**config.mk**
```make
export PLATFORM = sky130hd
export DESIGN_NAME = spi_buffered_master
export DESIGN_NICKNAME = d
export VERILOG_FILES = /design/src/rtl/spi_master_pkg.sv /design/src/rtl/spi_rate_gen.sv /design/src/rtl/spi_shift_engine.sv /design/src/rtl/spi_buffered_master.sv
export SDC_FILE = /design/constraint.sdc
export NUM_CORES = 1
export LEC_CHECK = 0
export CAP_MARGIN = 30
export CORE_UTILIZATION = 57
export CTS_CLUSTER_SIZE = 25
export DETAILED_ROUTE_END_ITERATION = 6
export DONT_BUFFER_PORTS = 1
export PLACE_DENSITY_LB_ADDON = 0.12
export SYNTH_ARGS = -nofsm -noshare
export SYNTH_HDL_FRONTEND = slang
export SYNTH_SLANG_ARGS = --single-unit
```
**constraint.sdc**
```tcl
create_clock -name clk -period 2.9 [get_ports clk]
set_input_delay 0.58 -clock clk [delete_from_list [all_inputs] [get_ports clk]]
set_output_delay 0.58 -clock clk [all_outputs]
set_load 0.01 [all_outputs]
```
**src/rtl/spi_master_pkg.sv**
```systemverilog
package spi_master_pkg;
  localparam logic ADDR_DATA = 1'b0;
  localparam logic ADDR_CTRL = 1'b1;
  localparam int ST_TXE  = 0;
  localparam int ST_RXNE = 1;
  localparam int ST_BSY  = 2;
  localparam int ST_OVR  = 3;
  localparam int ST_EN   = 4;
  localparam int ST_DIV  = 5;
endpackage

```
**src/rtl/spi_rate_gen.sv**
```systemverilog
module spi_rate_gen #(
  parameter int DIV_W = 3
) (
  input  logic             clk,
  input  logic             rst_n,
  input  logic             run,
  input  logic [DIV_W-1:0] div_exp,
  output logic             tick
);
  localparam int CNT_W = (1 << DIV_W) - 1;

  logic [CNT_W-1:0] cnt_q;
  logic [CNT_W-1:0] limit;

  assign limit = (CNT_W'(1) << div_exp) - CNT_W'(1);
  assign tick  = run && (cnt_q == limit);

  always_ff @(posedge clk or negedge rst_n) begin
    if (!rst_n)             cnt_q <= '0;
    else if (!run || tick)  cnt_q <= '0;
    else                    cnt_q <= cnt_q + CNT_W'(1);
  end
endmodule

```
**src/rtl/spi_shift_engine.sv**
```systemverilog
module spi_shift_engine #(
  parameter int DATA_W = 8
) (
  input  logic              clk,
  input  logic              rst_n,
  input  logic              tick,
  input  logic              en,
  input  logic              pend,
  input  logic [DATA_W-1:0] pend_data,
  output logic              take,
  output logic              active,
  output logic              sck,
  output logic              mosi,
  input  logic              miso,
  output logic              frame_done,
  output logic [DATA_W-1:0] rx_byte
);
  localparam int BIT_W = $clog2(DATA_W);

  logic              active_q;
  logic              sck_q;
  logic [BIT_W-1:0]  bit_cnt;
  logic [DATA_W-1:0] tx_sh;
  logic [DATA_W-1:0] rx_sh;
  logic              last_bit;
  logic              fall_now;
  logic              can_load;

  assign last_bit   = (bit_cnt == BIT_W'(DATA_W - 1));
  assign fall_now   = active_q && tick && sck_q;
  assign can_load   = en && pend;
  assign frame_done = fall_now && last_bit;
  assign take       = (!active_q && can_load) || (frame_done && can_load);
  assign active     = active_q;
  assign sck        = sck_q;
  assign mosi       = tx_sh[DATA_W-1];
  assign rx_byte    = rx_sh;

  always_ff @(posedge clk or negedge rst_n) begin
    if (!rst_n) begin
      active_q <= 1'b0;
      sck_q    <= 1'b0;
      bit_cnt  <= '0;
      tx_sh    <= '0;
      rx_sh    <= '0;
    end else if (!active_q) begin
      if (can_load) begin
        active_q <= 1'b1;
        tx_sh    <= pend_data;
        bit_cnt  <= '0;
        sck_q    <= 1'b0;
      end
    end else if (tick) begin
      if (!sck_q) begin
        sck_q <= 1'b1;
        rx_sh <= {rx_sh[DATA_W-2:0], miso};
      end else begin
        sck_q <= 1'b0;
        if (last_bit) begin
          bit_cnt <= '0;
          if (can_load) tx_sh    <= pend_data;
          else          active_q <= 1'b0;
        end else begin
          bit_cnt <= bit_cnt + BIT_W'(1);
          tx_sh   <= {tx_sh[DATA_W-2:0], 1'b0};
        end
      end
    end
  end
endmodule

```
**src/rtl/spi_buffered_master.sv**
```systemverilog
module spi_buffered_master
  import spi_master_pkg::*;
#(
  parameter int DATA_W = 8,
  parameter int DIV_W  = 3
) (
  input  logic              clk,
  input  logic              rst_n,
  input  logic              bus_wr,
  input  logic              bus_rd,
  input  logic              bus_addr,
  input  logic [DATA_W-1:0] bus_wdata,
  output logic [DATA_W-1:0] bus_rdata,
  output logic              spi_sck,
  output logic              spi_mosi,
  input  logic              spi_miso
);
  localparam int STAT_W = ST_DIV + DIV_W;

  logic              tx_full;
  logic [DATA_W-1:0] tx_buf;
  logic [DATA_W-1:0] rx_buf;
  logic              rxne_q;
  logic              ovr_q;
  logic              ovr_armed;
  logic              en_q;
  logic [DIV_W-1:0]  div_q;
  logic              data_wr, data_rd, stat_rd, ctrl_wr;
  logic              take, eng_active, tick, frame_done, busy;
  logic [DATA_W-1:0] rx_byte;
  logic [STAT_W-1:0] status;

  assign data_wr = bus_wr && (bus_addr == ADDR_DATA);
  assign data_rd = bus_rd && (bus_addr == ADDR_DATA);
  assign ctrl_wr = bus_wr && (bus_addr == ADDR_CTRL);
  assign stat_rd = bus_rd && (bus_addr == ADDR_CTRL);
  assign busy    = eng_active || tx_full;

  spi_rate_gen #(.DIV_W(DIV_W)) i_rate (
    .clk(clk), .rst_n(rst_n), .run(eng_active), .div_exp(div_q), .tick(tick)
  );

  spi_shift_engine #(.DATA_W(DATA_W)) i_eng (
    .clk(clk), .rst_n(rst_n), .tick(tick), .en(en_q),
    .pend(tx_full), .pend_data(tx_buf), .take(take), .active(eng_active),
    .sck(spi_sck), .mosi(spi_mosi), .miso(spi_miso),
    .frame_done(frame_done), .rx_byte(rx_byte)
  );

  always_ff @(posedge clk or negedge rst_n) begin
    if (!rst_n) begin
      en_q  <= 1'b0;
      div_q <= '0;
    end else if (ctrl_wr) begin
      en_q  <= bus_wdata[0];
      div_q <= bus_wdata[DIV_W:1];
    end
  end

  always_ff @(posedge clk or negedge rst_n) begin
    if (!rst_n) begin
      tx_full <= 1'b0;
      tx_buf  <= '0;
    end else if (data_wr && !tx_full) begin
      tx_full <= 1'b1;
      tx_buf  <= bus_wdata;
    end else if (take) begin
      tx_full <= 1'b0;
    end
  end

  always_ff @(posedge clk or negedge rst_n) begin
    if (!rst_n) begin
      rx_buf <= '0;
      rxne_q <= 1'b0;
    end else if (frame_done) begin
      rx_buf <= rx_byte;
      rxne_q <= 1'b1;
    end else if (data_rd) begin
      rxne_q <= 1'b0;
    end
  end

  always_ff @(posedge clk or negedge rst_n) begin
    if (!rst_n) begin
      ovr_q     <= 1'b0;
      ovr_armed <= 1'b0;
    end else if (frame_done && rxne_q && !data_rd) begin
      ovr_q     <= 1'b1;
      ovr_armed <= 1'b0;
    end else if (data_rd && ovr_armed) begin
      ovr_q     <= 1'b0;
      ovr_armed <= 1'b0;
    end else if (stat_rd && ovr_q) begin
      ovr_armed <= 1'b1;
    end
  end

  always_comb begin
    status         = '0;
    status[ST_TXE] = !tx_full;
    status[ST_RXNE] = rxne_q;
    status[ST_BSY] = busy;
    status[ST_OVR] = ovr_q;
    status[ST_EN]  = en_q;
    status[ST_DIV +: DIV_W] = div_q;
  end

  assign bus_rdata = (bus_addr == ADDR_DATA) ? rx_buf : DATA_W'(status);
endmodule

```
* Word-level counts from Yosys, hierarchy flattened
Index checks and enable logic that the tools add are counted. W data, S select, Z words.
Word-level totals: register bits 52, bits of input ports 14, output and inout port bits 10
Cells by class: add/subtract/negate cells 3, equal/unequal tests 4, shift-type cells 1, mux-type cells 30, bitwise gates (word level) 2, reductions and logical operators 31
Operator list (count):
- $mux W8 | 6
- $mux W1 | 18
- $logic_and A1 B1 Y1 | 16
- $mux W3 | 5
- $reduce_bool A2 Y1 | 4
- $add A7 B1 Y7 const B | 1
- $eq A7 B7 Y1 | 1
- $mux W7 | 1
- $shl A1 B3 Y7 const A | 1
- $sub A7 B2 Y7 const B | 1
- $reduce_and A3 Y1 | 2
- $reduce_and A2 Y1 | 2
- $add A3 B1 Y3 const B | 1
- $eq A3 B3 Y1 const B | 1
- $logic_not A1 Y1 | 3
- $logic_or A1 B1 Y1 | 3
- $reduce_bool A3 Y1 | 1
- $ne A2 B1 Y1 const B | 1
- $ne A2 B2 Y1 const B | 1
- $not A1 Y1 | 2

* Longest topological paths before layout
Gate-level depths: netlist (run 1).
word-level depth 11, mapped depth 11

* Modules after synthesis
A second synthesis (run 1) with hierarchy kept.
Unflattened totals: cells, all modules 196, area, all modules 2591.2 um2
By module, submodules not included:
- spi_shift_engine | instances 1, cells an instance 72, area each 1076.0 um2, seq. area each 525.5 um2
- spi_buffered_master | instances 1, cells an instance 70, area each 1007.2 um2, seq. area each 600.6 um2
- spi_rate_gen | instances 1, cells an instance 54, area each 508.0 um2, seq. area each 175.2 um2

* Worst setup path before layout (run 1)
OpenSTA, ideal clock, no wires.
path type flip-flop to flip-flop, start register div_q[2], end register rx_buf[0], setup time 0.128 ns, arrival 2.661 ns, data required time 2.772 ns, setup slack 0.111 ns, stages on the path, launching flop included 9, buffers on the path 1, clock period less this slack 2.789 ns, cells stage by stage dfrtp_1 -> or3_1 -> ha_1 -> o41a_1 -> a32o_2 -> nor4b_4 -> and3_1 -> buf_4 -> mux2_1
Between the ends: word-level cells in the longest chain between the ends 7
RTL lines:
- from (decl) | line spi_buffered_master.sv:27 | logic [DIV_W-1:0] div_q;
- from (signal assigned) | line spi_buffered_master.sv:56 | div_q <= bus_wdata[DIV_W:1];
- $shl A1 B3 Y7 | line spi_rate_gen.sv:15 | assign limit = (CNT_W'(1) << div_exp) - CNT_W'(1);
- $sub A7 B2 Y7 | line spi_rate_gen.sv:15
- $eq A7 B7 Y1 | line spi_rate_gen.sv:16 | assign tick = run && (cnt_q == limit);
- $logic_and A1 B1 Y1 | line spi_rate_gen.sv:16
- $logic_and A1 B1 Y1 (2 in series) | line spi_shift_engine.sv:30 | assign fall_now = active_q && tick && sck_q;
- $logic_and A1 B1 Y1 | line spi_shift_engine.sv:32 | assign frame_done = fall_now && last_bit;
- to (signal assigned) | line spi_buffered_master.sv:77 | rx_buf <= rx_byte;
- to (decl) | line spi_buffered_master.sv:22 | logic [DATA_W-1:0] rx_buf;
Every way passes these cells. A chain may end at the register's enable or synchronous reset.

* Final worst setup path (run 1)
start register div_q[2], end register rx_buf[3]
Same word-level chain as after synthesis.

==> run summary, run 1 <==
Via density: 6.26
Worst VDD drop: 392 µV
CTS buffer count: 5
Starting Density: 0.598
Final Setup Violations: 0
I/O pin cnt: 24
Final Non-Filler Cells: 296
proportion of layout cells with a drive suffix above 1: 0.230
status: finished, final reports clean
post-synthesis sequential area ratio: 0.496
CP peak stage delay: 0.43 ns
family with the most delay on the worst path: simple AND/OR/NAND/NOR gates
synthesized area per cell: 11.2 µm²
DR pass1 iterations: 4
Via Count: 1852
crit path kind: register to register
Pint: 0.00144 W
DP HPWL: 3620 µm
Clock transition at path regs: 0.09 ns
Slowest-stage cell, CP: or3_1
crit-path cells: or3_1 > ha_4 > o41a_1 > a32o_2 > nor4b_4 > and3_4 > buf_12 > mux2_1
DIE WIDTH: 69.8 µm
RR Startpoint: div_q[2]
largest net degree at the start of global routing: 53
post-route clock period utilization: 0.973
vias in the first global route: 1916
I/O Buffers: 0
R2R setup slack: 0.08 ns
antenna diode count: 0
1st-iter DRT viols: 154
nets: 261
relative slew slack: 0.671
Sink Count: 52
Layout Skew: 0.0102 ns
mapped cell area: 2620 µm²
RR Endpoint: rx_buf[3]
Clock Power Share: 0.193
Cells after Synth: 234
total wire length: 5370 µm
DRC Markers: 0
pwr dens: 742 nW/µm²
critical path fanouts, max: 10
Synth area leader: dfrtp_1
Synth cell types: 42
Fin Hold WS: 0.118 ns
Synth Warn #: 0
CP arrival: 3.00 ns
final hold viol count: 0
# fillers: 337
worst-margin pin slew: 0.493 ns
root buf cell: clkbuf_8
count of final max-slew check failures: 0
total gr overflow: 0
Clock Path Buffers: 2
Startpoint Class: register
core footprint: 4380 µm²
worst min-delay path category: primary input to asynchronous set/reset pin
Max-Cap Viols: 0
Syn Nets: 252
Site Rows: 24
synthesis-stage register bit count: 52
antenna violations before repair: 0
Die ar.: 4870 µm²
Synth area leaders: dfrtp_1, mux2_2, mux2_1
switching component of the power: 0.000719 W
Max Clk Rate: 355 MHz
Logic pwr share: 0.296
post-route minimum period: 2.82 ns
CTS tree: built
Leak Pwr: 1.34 nW
Worst setup EP type: register
top-area cell type share of the netlist area: 0.496
Bufs and invs on worst path: 1
Routed Antenna Nets: 0
Worst Path Required: 3.08 ns
Worst-Skew Late Latency: 0.30 ns
Sw Ratio: 0.333
Reg power frac: 0.511
mean routed wirelength per cell: 18.1 µm
area delta synth->final: 11.0%
first-pass GRT wire length: 8850 µm
Total GRT Usage: 0.231
DIE HEIGHT: 69.8 µm
R2R depth: 8
placed instance count: 284
routability cong.: 0.819
H-Tree Depth: 2
==> flip-flops by register name, summed over array words and instances (netlist names) <==
| signal | cells |
|---|---|
| rx_buf | 8 |
| ovr_q | 1 |
| ovr_armed | 1 |
| tx_full | 1 |
| i_rate.cnt_q | 7 |
| div_q | 3 |
| i_eng.sck | 1 |
| i_eng.active | 1 |
| i_eng.rx_byte | 8 |
| rxne_q | 1 |
| i_eng.tx_sh | 8 |
| tx_buf | 8 |
| i_eng.bit_cnt | 3 |
| en_q | 1 |
==> placed cells by master, fill, tap and decap left out, types with 5 or more instances in the layout <==
| master | n |
|---|---|
| nor2_1 | 22 |
| nand2_1 | 19 |
| nand2b_1 | 6 |
| buf_4 | 9 |
| xnor2_1 | 5 |
| o22ai_1 | 8 |
| inv_1 | 5 |
| o211a_1 | 7 |
| mux2_2 | 27 |
| mux2_1 | 8 |
| o21ai_0 | 12 |
| clkbuf_8 | 6 |
| dfrtp_1 | 52 |
| xor2_1 | 5 |
==> kinds of logic after synthesis <==
family	Yosys count	synth area share
XOR/XNOR	10	0.0334
AND/OR/NAND/NOR	73	0.147
buffers and inverters	16	0.0263
adder cells (fa/ha/maj)	4	0.0191
flip-flops	52	0.496
AO/OA/AOI/OAI	41	0.116
multiplexers	38	0.162
==> repair_timing <==
action | 4_1_cts | 5_1_grt
resized for setup | 0 | 7
endpoints found under the setup margin | 0 | 25
hold endpoints to repair | 52 | 0
setup buffers | 0 | 3
hold buffers | 1 | 0
==> worst max-delay path by stage <==
stage / startpoint / end / slack, ns / depth (start not counted)
after floorplan: div_q[2] / rx_buf[0] / 0.11 / 8
after global placement: div_q[2] / tx_full / 0.12 / 8
after detailed placement: div_q[2] / tx_full / 0.05 / 8
after CTS: div_q[2] / tx_full / 0.02 / 8
after global routing: div_q[2] / rx_buf[3] / -0.02 / 8
final: div_q[2] / rx_buf[3] / 0.08 / 8
==> per-layer routing <==
metal  vias to the layer above  GRT usage  share of wire  routed length (µm)
li1                        852          -              -                   -
met1                       916      0.304           0.43                2280
met2                        67      0.370           0.49                2610
met3                        17     0.0523          0.061                 327
met4                         0     0.0933          0.026                 142
met5                         -          0              0                   0
==> power by group through the flow <==
stage                     sequential (W)  combinational [W]  clock [W]
after floorplan                  0.00105           0.000496          0
after global placement           0.00110           0.000554          0
after detailed placement         0.00111           0.000584          0
after CTS                        0.00110           0.000606   0.000429
after global routing             0.00113           0.000707   0.000452
final                            0.00110           0.000639   0.000417
==> area by class of cell <==
class | instances | area, µm² | share of cell area
flip-flops and latches | 52 | 1300 | 0.447
multi-input cells | 166 | 1290 | 0.443
repair buffers | 13 | 146 | 0.0503
clock buffers | 8 | 90.1 | 0.0310
well taps | 52 | 65.1 | 0.0224
inverters | 5 | 18.8 | 0.00645
==> cells in the mapped netlist <==
library cell / number
buf_2: 1
a311o_1: 1
nor2b_1: 1
nor3_2: 1
nor4b_4: 1
nor4_1: 2
nor3b_1: 3
nand4_1: 1
a21o_1: 2
a211oi_1: 1
o41a_1: 1
xor2_1: 5
and3_1: 4
a2bb2oi_2: 1
nand2_1: 20
nand3_1: 3
a2111oi_2: 1
clkbuf_1: 8
a21oi_1: 4
or4_1: 1
mux2_2: 27
nor2_1: 22
o211ai_1: 1
nor3_1: 2
or2_2: 1
a32o_2: 1
buf_4: 2
nand2b_1: 6
o21ai_0: 12
or3_1: 1
mux2i_1: 3
xnor2_1: 5
inv_1: 5
and2_1: 2
o22ai_1: 8
mux2_1: 8
nor4b_1: 1
o211a_1: 7
o311a_1: 1
nor3b_4: 1
dfrtp_1: 52
ha_1: 4
==> per-stage QoR <==
step	utilization	area (µm²)	TNS, ns	total power (W)	setup WS, ns
2_1_floorplan	-	2620	0	0.00154	0.111
3_3_place_gp	0.622	2730	0	0.00165	0.124
3_5_place_dp	0.622	2730	0	0.00170	0.0474
4_1_cts	0.649	2850	0	0.00213	0.0189
5_1_grt	0.664	2910	-0.0892	0.00229	-0.0229
6_report	0.664	2910	0	0.00216	0.0797
No activity file was read; power rests on OpenSTA's default activity.
==> run 2: changes to the inputs <==
--- a/config.mk
+++ b/config.mk
@@ -6,11 +6,12 @@
 export NUM_CORES = 1
 export LEC_CHECK = 0
 export CAP_MARGIN = 30
-export CORE_UTILIZATION = 57
+export CORE_UTILIZATION = 56
 export CTS_CLUSTER_SIZE = 25
 export DETAILED_ROUTE_END_ITERATION = 6
 export DONT_BUFFER_PORTS = 1
 export PLACE_DENSITY_LB_ADDON = 0.12
 export SYNTH_ARGS = -nofsm -noshare
 export SYNTH_HDL_FRONTEND = slang
+export SYNTH_HIERARCHICAL = 1
 export SYNTH_SLANG_ARGS = --single-unit
==> constraint.sdc (replaced) <==
create_clock -name clk -period 2.9 [get_ports clk]
set_input_delay 0.58 -clock clk [delete_from_list [all_inputs] [get_ports clk]]
set_output_delay 0.58 -clock clk [all_outputs]
set_load 0.05 [all_outputs]
==> run 2 against run 1 <==
  * Design area shrank 4.8%
  * Worst hold slack lost 0.0023 ns
  * Critical path depth shrank 1
  * Count of clock-buffer cells in the layout shrank 2
  * Core utilization shrank 3.6 points
  * Cell count shrank 13%
  * Setup slack gained 0.11 ns
  * Die area grew 0.60%
  * Critical path type unchanged
  * Largest power group unchanged
==> run summary, run 2 <==
1st-iter DRT viols: 78
count of final max-slew check failures: 0
Synth area leader: dfrtp_1
CP peak stage delay: 0.56 ns
status: finished, final reports clean
CTS buffer count: 5
H-Tree Depth: 2
pwr dens: 841 nW/µm²
Pint: 0.00153 W
Leak Pwr: 1.30 nW
Startpoint Class: register
crit-path cells: or4_4 > o211ai_2 > nor4b_4 > and3_1 > and3_1 > and2_4 > mux2_2
Sw Ratio: 0.341
Final Setup Violations: 0
CP arrival: 2.90 ns
post-synthesis sequential area ratio: 0.502
proportion of layout cells with a drive suffix above 1: 0.341
Via Count: 1533
Reg power frac: 0.500
Fin Hold WS: 0.116 ns
Max-Cap Viols: 0
Cells after Synth: 196
antenna violations before repair: 0
largest net degree at the start of global routing: 53
mean routed wirelength per cell: 18.4 µm
Slowest-stage cell, CP: or4_4
family with the most delay on the worst path: simple AND/OR/NAND/NOR gates
Site Rows: 24
count leader, synth: dfrtp_1
RSZ-0062 raised after global routing: false
EDFF count, synth: 0
Starting Density: 0.587
post-route minimum period: 2.71 ns
first-pass GRT wire length: 7960 µm
CTS tree: built
Sink Count: 52
DP HPWL: 3380 µm
Via density: 5.96
Setup TNS: 0 ns
total wire length: 4730 µm
critical path fanouts, max: 12
Clock Path Buffers: 2
Max Clk Rate: 369 MHz
mapped cell area: 2590 µm²
DIE HEIGHT: 70.0 µm
DIE WIDTH: 70.0 µm
ys async rst share: 1.00
Worst Path Required: 3.09 ns
DRC Markers: 0
total gr overflow: 0
Total GRT Usage: 0.213
leading cell type in the layout, fill and taps excluded: dfrtp_1
Worst VDD drop: 315 µV
Final Instance Area: 2770 µm²
nets: 221
most frequent cells in the layout: dfrtp_1, mux2_2, mux2_4
worst-margin pin slew: 0.563 ns
I/O pin cnt: 24
Syn Nets: 213
DR pass1 iterations: 4
area delta synth->final: 6.91%
I/O Buffers: 0
post-route clock period utilization: 0.935
Most used DFF post-synth: dfrtp_1
Logic pwr share: 0.327
vias in the first global route: 1653
Synth Warn #: 6
switching component of the power: 0.000795 W
Synth area leaders: dfrtp_1, mux2_4, mux2_2
Worst setup EP type: register
root buf cell: clkbuf_8
Post-CTS Setup Bufs: 0
synthesized area per cell: 13.2 µm²
worst setup path start: div_q[2]
Routed Antenna Nets: 0
most frequent cell on the critical path: and3_1
Placement Cell Area: 2650 µm²
crit path kind: register to register
top-area cell type share of the netlist area: 0.502
synthesis-stage register bit count: 52
core footprint: 4410 µm²
most common library cells after synthesis: dfrtp_1, mux2_2, mux2_4, nand2_1, nor2_1
Synth cell types: 46
Clock transition at path regs: 0.10 ns
relative slew slack: 0.624
routability cong.: 0.881
Die ar.: 4900 µm²
Worst-Skew Late Latency: 0.30 ns
RR Startpoint: div_q[2]
worst min-delay path category: primary input to asynchronous set/reset pin
Layout Skew: 0.00836 ns
final hold viol count: 0
antenna diode count: 0
Bufs and invs on worst path: 0
Clock Power Share: 0.173
-- run 2: cell count changes after synthesis, sizes merged, moves of 4 or more --
cell    previous run  this run
mux2              35        47
o211a              7         0
o21ai             12         5
a21oi              4         8
nand2             20        11
a211oi             1         7
o22ai              8         1
clkbuf             8         0
a22o               0         4
nor2              22         8
-- run 2: layout make-up --
class                           instances  area, µm²
Sequential cell                        52       1300
Multi-Input combinational cell        132       1220
Clock inverter                          2       16.3
Fill cell                             351       1640
Timing Repair Buffer                    7       72.6
Clock buffer                            6       72.6
Tap cell                               52       65.1
Inverter                                6       22.5
-- run 2: power groups by stage --
stage / sequential, W / clock, W / combinational (W)
after floorplan: 0.00114 / 0 / 0.000606
after global placement: 0.00116 / 0 / 0.000710
after detailed placement: 0.00118 / 0 / 0.000744
after CTS: 0.00116 / 0.000417 / 0.000766
after global routing: 0.00119 / 0.000449 / 0.000836
final: 0.00116 / 0.000403 / 0.000762
-- run 2: cell families after synthesis --
logic type / synth area share
flip-flops: 0.502
multiplexers: 0.237
AND/OR/NAND/NOR: 0.101
AO/OA/AOI/OAI: 0.0937
buffers and inverters: 0.0275
XOR/XNOR: 0.0237
adder cells (fa/ha/maj): 0.0145
-- run 2: per-stage QoR --
| stage | utilization | total power, W | setup WS, ns | std cells |
|---|---|---|---|---|
| CTS | 0.627 | 0.00235 | 0.159 | 257 |
| floorplan | - | 0.00174 | 0.146 | 196 |
| detailed placement | 0.601 | 0.00192 | 0.170 | 248 |
| global placement | 0.601 | 0.00187 | 0.264 | 248 |
| global route | 0.628 | 0.00248 | 0.0395 | 257 |
| finish | 0.628 | 0.00233 | 0.189 | 257 |
-- run 2: per-layer routing --
metal,part of all wire,vias up,track usage,routed length (µm)
li1,-,712,-,-
met1,0.43,783,0.257,2030
met2,0.52,30,0.365,2440
met3,0.039,8,0.0548,183
met4,0.016,0,0.0822,77
met5,0,-,0,0
-- run 2: timing repair --
item / 4_1_cts / 5_1_grt
endpoints found under the setup margin: 0 / 7
hold buffers: 1 / 0
gates resized for setup: 0 / 1
hold endpoints to repair: 52 / 0
-- run 2: worst paths after layout --
check	endpoint	slack, ns	depth (start not counted)
max in group asynchronous	i_eng/active	2.55	1
worst min-delay path	i_eng/tx_sh[6]	0.12	1
worst max-delay path	rx_buf[7]	0.19	7
worst min register to register	rx_buf[5]	0.51	1
worst max register to register	rx_buf[7]	0.19	7
min in group clk	tx_buf[3]	0.42	1
-- run 2: worst reg2reg max path, stage by stage, from the launching register on --
cell,delay [ns]
dfrtp_1,0.51
or4_4,0.56
o211ai_2,0.08
nor4b_4,0.22
and3_1,0.31
and3_1,0.29
and2_4,0.27
mux2_2,0.36
==> run 3: changes to the inputs <==
--- a/config.mk
+++ b/config.mk
@@ -5,11 +5,11 @@
 export SDC_FILE = /design/constraint.sdc
 export NUM_CORES = 1
 export LEC_CHECK = 0
+export BUFFER_PORTS_ARGS = -buffer_cell sky130_fd_sc_hd__buf_2
 export CAP_MARGIN = 30
-export CORE_UTILIZATION = 56
+export CORE_UTILIZATION = 53
 export CTS_CLUSTER_SIZE = 25
 export DETAILED_ROUTE_END_ITERATION = 6
-export DONT_BUFFER_PORTS = 1
 export PLACE_DENSITY_LB_ADDON = 0.12
 export SYNTH_ARGS = -nofsm -noshare
 export SYNTH_HDL_FRONTEND = slang
==> run 3 against run 2 <==
  * Core utilization down 2.0 points
  * Highest routed layer unchanged
  * Flip-flop and latch count stayed put
  * Register-to-register slack got worse by 0.02 ns
  * Largest power group unchanged
  * Design area grew 3.7%
  * Total power is 1.6% higher
  * Critical path type unchanged
  * Routed wire length rose by 3.8%
  * Global-route usage fell by 0.47 points
  * Via count is 4.6% higher
  * Count of clock-buffer cells in the layout stayed put
==> run summary, run 3 (synthesized netlist as in run 2, its figures left out) <==
Routed Antenna Nets: 0
total wire length: 4910 µm
H-Tree Depth: 2
I/O pin cnt: 24
I/O Buffers: 23
most frequent cells in the layout: dfrtp_1, mux2_2, buf_2
core footprint: 4720 µm²
RR Endpoint: rx_buf[7]
crit-path cells: or4_4 > o211ai_2 > nor4b_4 > and3_1 > and3_1 > and2_2 > mux2_2
RSZ-0062 raised after global routing: false
Clock Path Buffers: 2
antenna diode count: 0
nets: 242
Worst Path Required: 3.09 ns
largest net degree at the start of global routing: 53
status: finished, final reports clean
Final Setup Violations: 0
Clock transition at path regs: 0.09 ns
Die ar.: 5170 µm²
total gr overflow: 0
Via Count: 1604
Max-Cap Viols: 0
DIE WIDTH: 71.9 µm
DRC Markers: 0
CTS tree: built
R2R depth: 7
Starting Density: 0.549
Layout Skew: 0.00372 ns
post-route minimum period: 2.73 ns
antenna violations before repair: 0
DP HPWL: 3490 µm
RR Startpoint: div_q[2]
Setup TNS: 0 ns
R2R setup slack: 0.17 ns
Via density: 5.47
proportion of layout cells with a drive suffix above 1: 0.407
routability cong.: 0.817
leading cell type in the layout, fill and taps excluded: dfrtp_1
vias in the first global route: 1657
Max Clk Rate: 366 MHz
Site Rows: 25
first-pass GRT wire length: 8210 µm
Worst VDD drop: 413 µV
root buf cell: clkbuf_8
Post-CTS Resized: 0
Startpoint Class: register
Worst setup EP type: register
Hold Buf Count CTS: 0
CP arrival: 2.93 ns
Sink Count: 52
count of final max-slew check failures: 0
Slowest-stage cell, CP: or4_4
Worst-Skew Late Latency: 0.30 ns
CP peak stage delay: 0.54 ns
1st-iter DRT viols: 104
Leak Pwr: 1.39 nW
pwr dens: 824 nW/µm²
crit path kind: register to register
DR pass1 iterations: 4
DIE HEIGHT: 71.9 µm
most frequent cell on the critical path: and3_1
mean routed wirelength per cell: 16.7 µm
CTS buffer count: 5
Total GRT Usage: 0.208
area delta synth->final: 10.8%
final hold viol count: 0
final core occ: 0.608
post-route clock period utilization: 0.943
worst min-delay path category: primary input to asynchronous set/reset pin
critical path fanouts, max: 12
worst-margin pin slew: 0.645 ns
relative slew slack: 0.570
Post-CTS Setup Bufs: 0
==> run 3: changes by cell type in the layout (fill, tap and decap cells not counted) <==
cell | before | now
buf_2 | 0 | 23
clkinv_2 | 0 | 2
and2_2 | 0 | 1
and2_4 | 1 | 0
buf_16 | 1 | 0
buf_4 | 6 | 5
clkbuf_1 | 1 | 0
clkbuf_8 | 5 | 6
clkinv_4 | 1 | 0
clkinvlp_4 | 1 | 0
==> run 3: through the flow <==
stage          hold WS, ns  setup WS, ns  total power (W)  cell area (µm²)  instances
3_3_place_gp         0.488         0.308          0.00191             2780        285
5_1_grt              0.418        0.0417          0.00250             2870        293
4_1_cts              0.404         0.197          0.00238             2870        293
2_1_floorplan        0.284         0.146          0.00174             2590        196
3_5_place_dp         0.490         0.222          0.00196             2780        285
6_report             0.377         0.165          0.00237             2870        293
==> run 3: worst max path at each step <==
stage               slack [ns]   endpoint  cells after the start  startpoint
detailed placement        0.22  rx_buf[7]                      7    div_q[1]
global placement          0.31  rx_buf[2]                      7    div_q[2]
global route              0.04  rx_buf[2]                      7    div_q[1]
CTS                       0.20  rx_buf[7]                      7    div_q[2]
finish                    0.17  rx_buf[7]                      7    div_q[2]
floorplan                 0.15  rx_buf[3]                      9    div_q[2]
==> run 3: worst max-delay path: cells and delay by family, from the launching register on <==
| family | cells | cell delay, ns |
|---|---|---|
| and+or+nand+nor | 5 | 1.70 |
| DFF | 1 | 0.47 |
| muxes | 1 | 0.38 |
| AOI/OAI and AO/OA | 1 | 0.08 |
==> run 3: final cells by class <==
type | instances | area [µm²]
fillers | 384 | 1850
flip-flops and latches | 52 | 1300
multi-input cells | 132 | 1220
repair buffers | 28 | 153
well taps | 67 | 83.8
clock buffers | 6 | 82.6
inverters | 6 | 22.5
clock inverters | 2 | 10.0
==> run 3: routing by layer <==
layer / up-vias / wire length [µm] / track usage
li1: 756 / - / -
met1: 805 / 2250 / 0.276
met2: 37 / 2430 / 0.348
met3: 6 / 167 / 0.0375
met4: 0 / 63 / 0.0719
met5: - / 0 / 0
==> run 3: power breakdown <==
part           internal, W  switching, W
combinational     0.000430      0.000364
clock             0.000191      0.000229
sequential        0.000939      0.000213
total              0.00156      0.000806
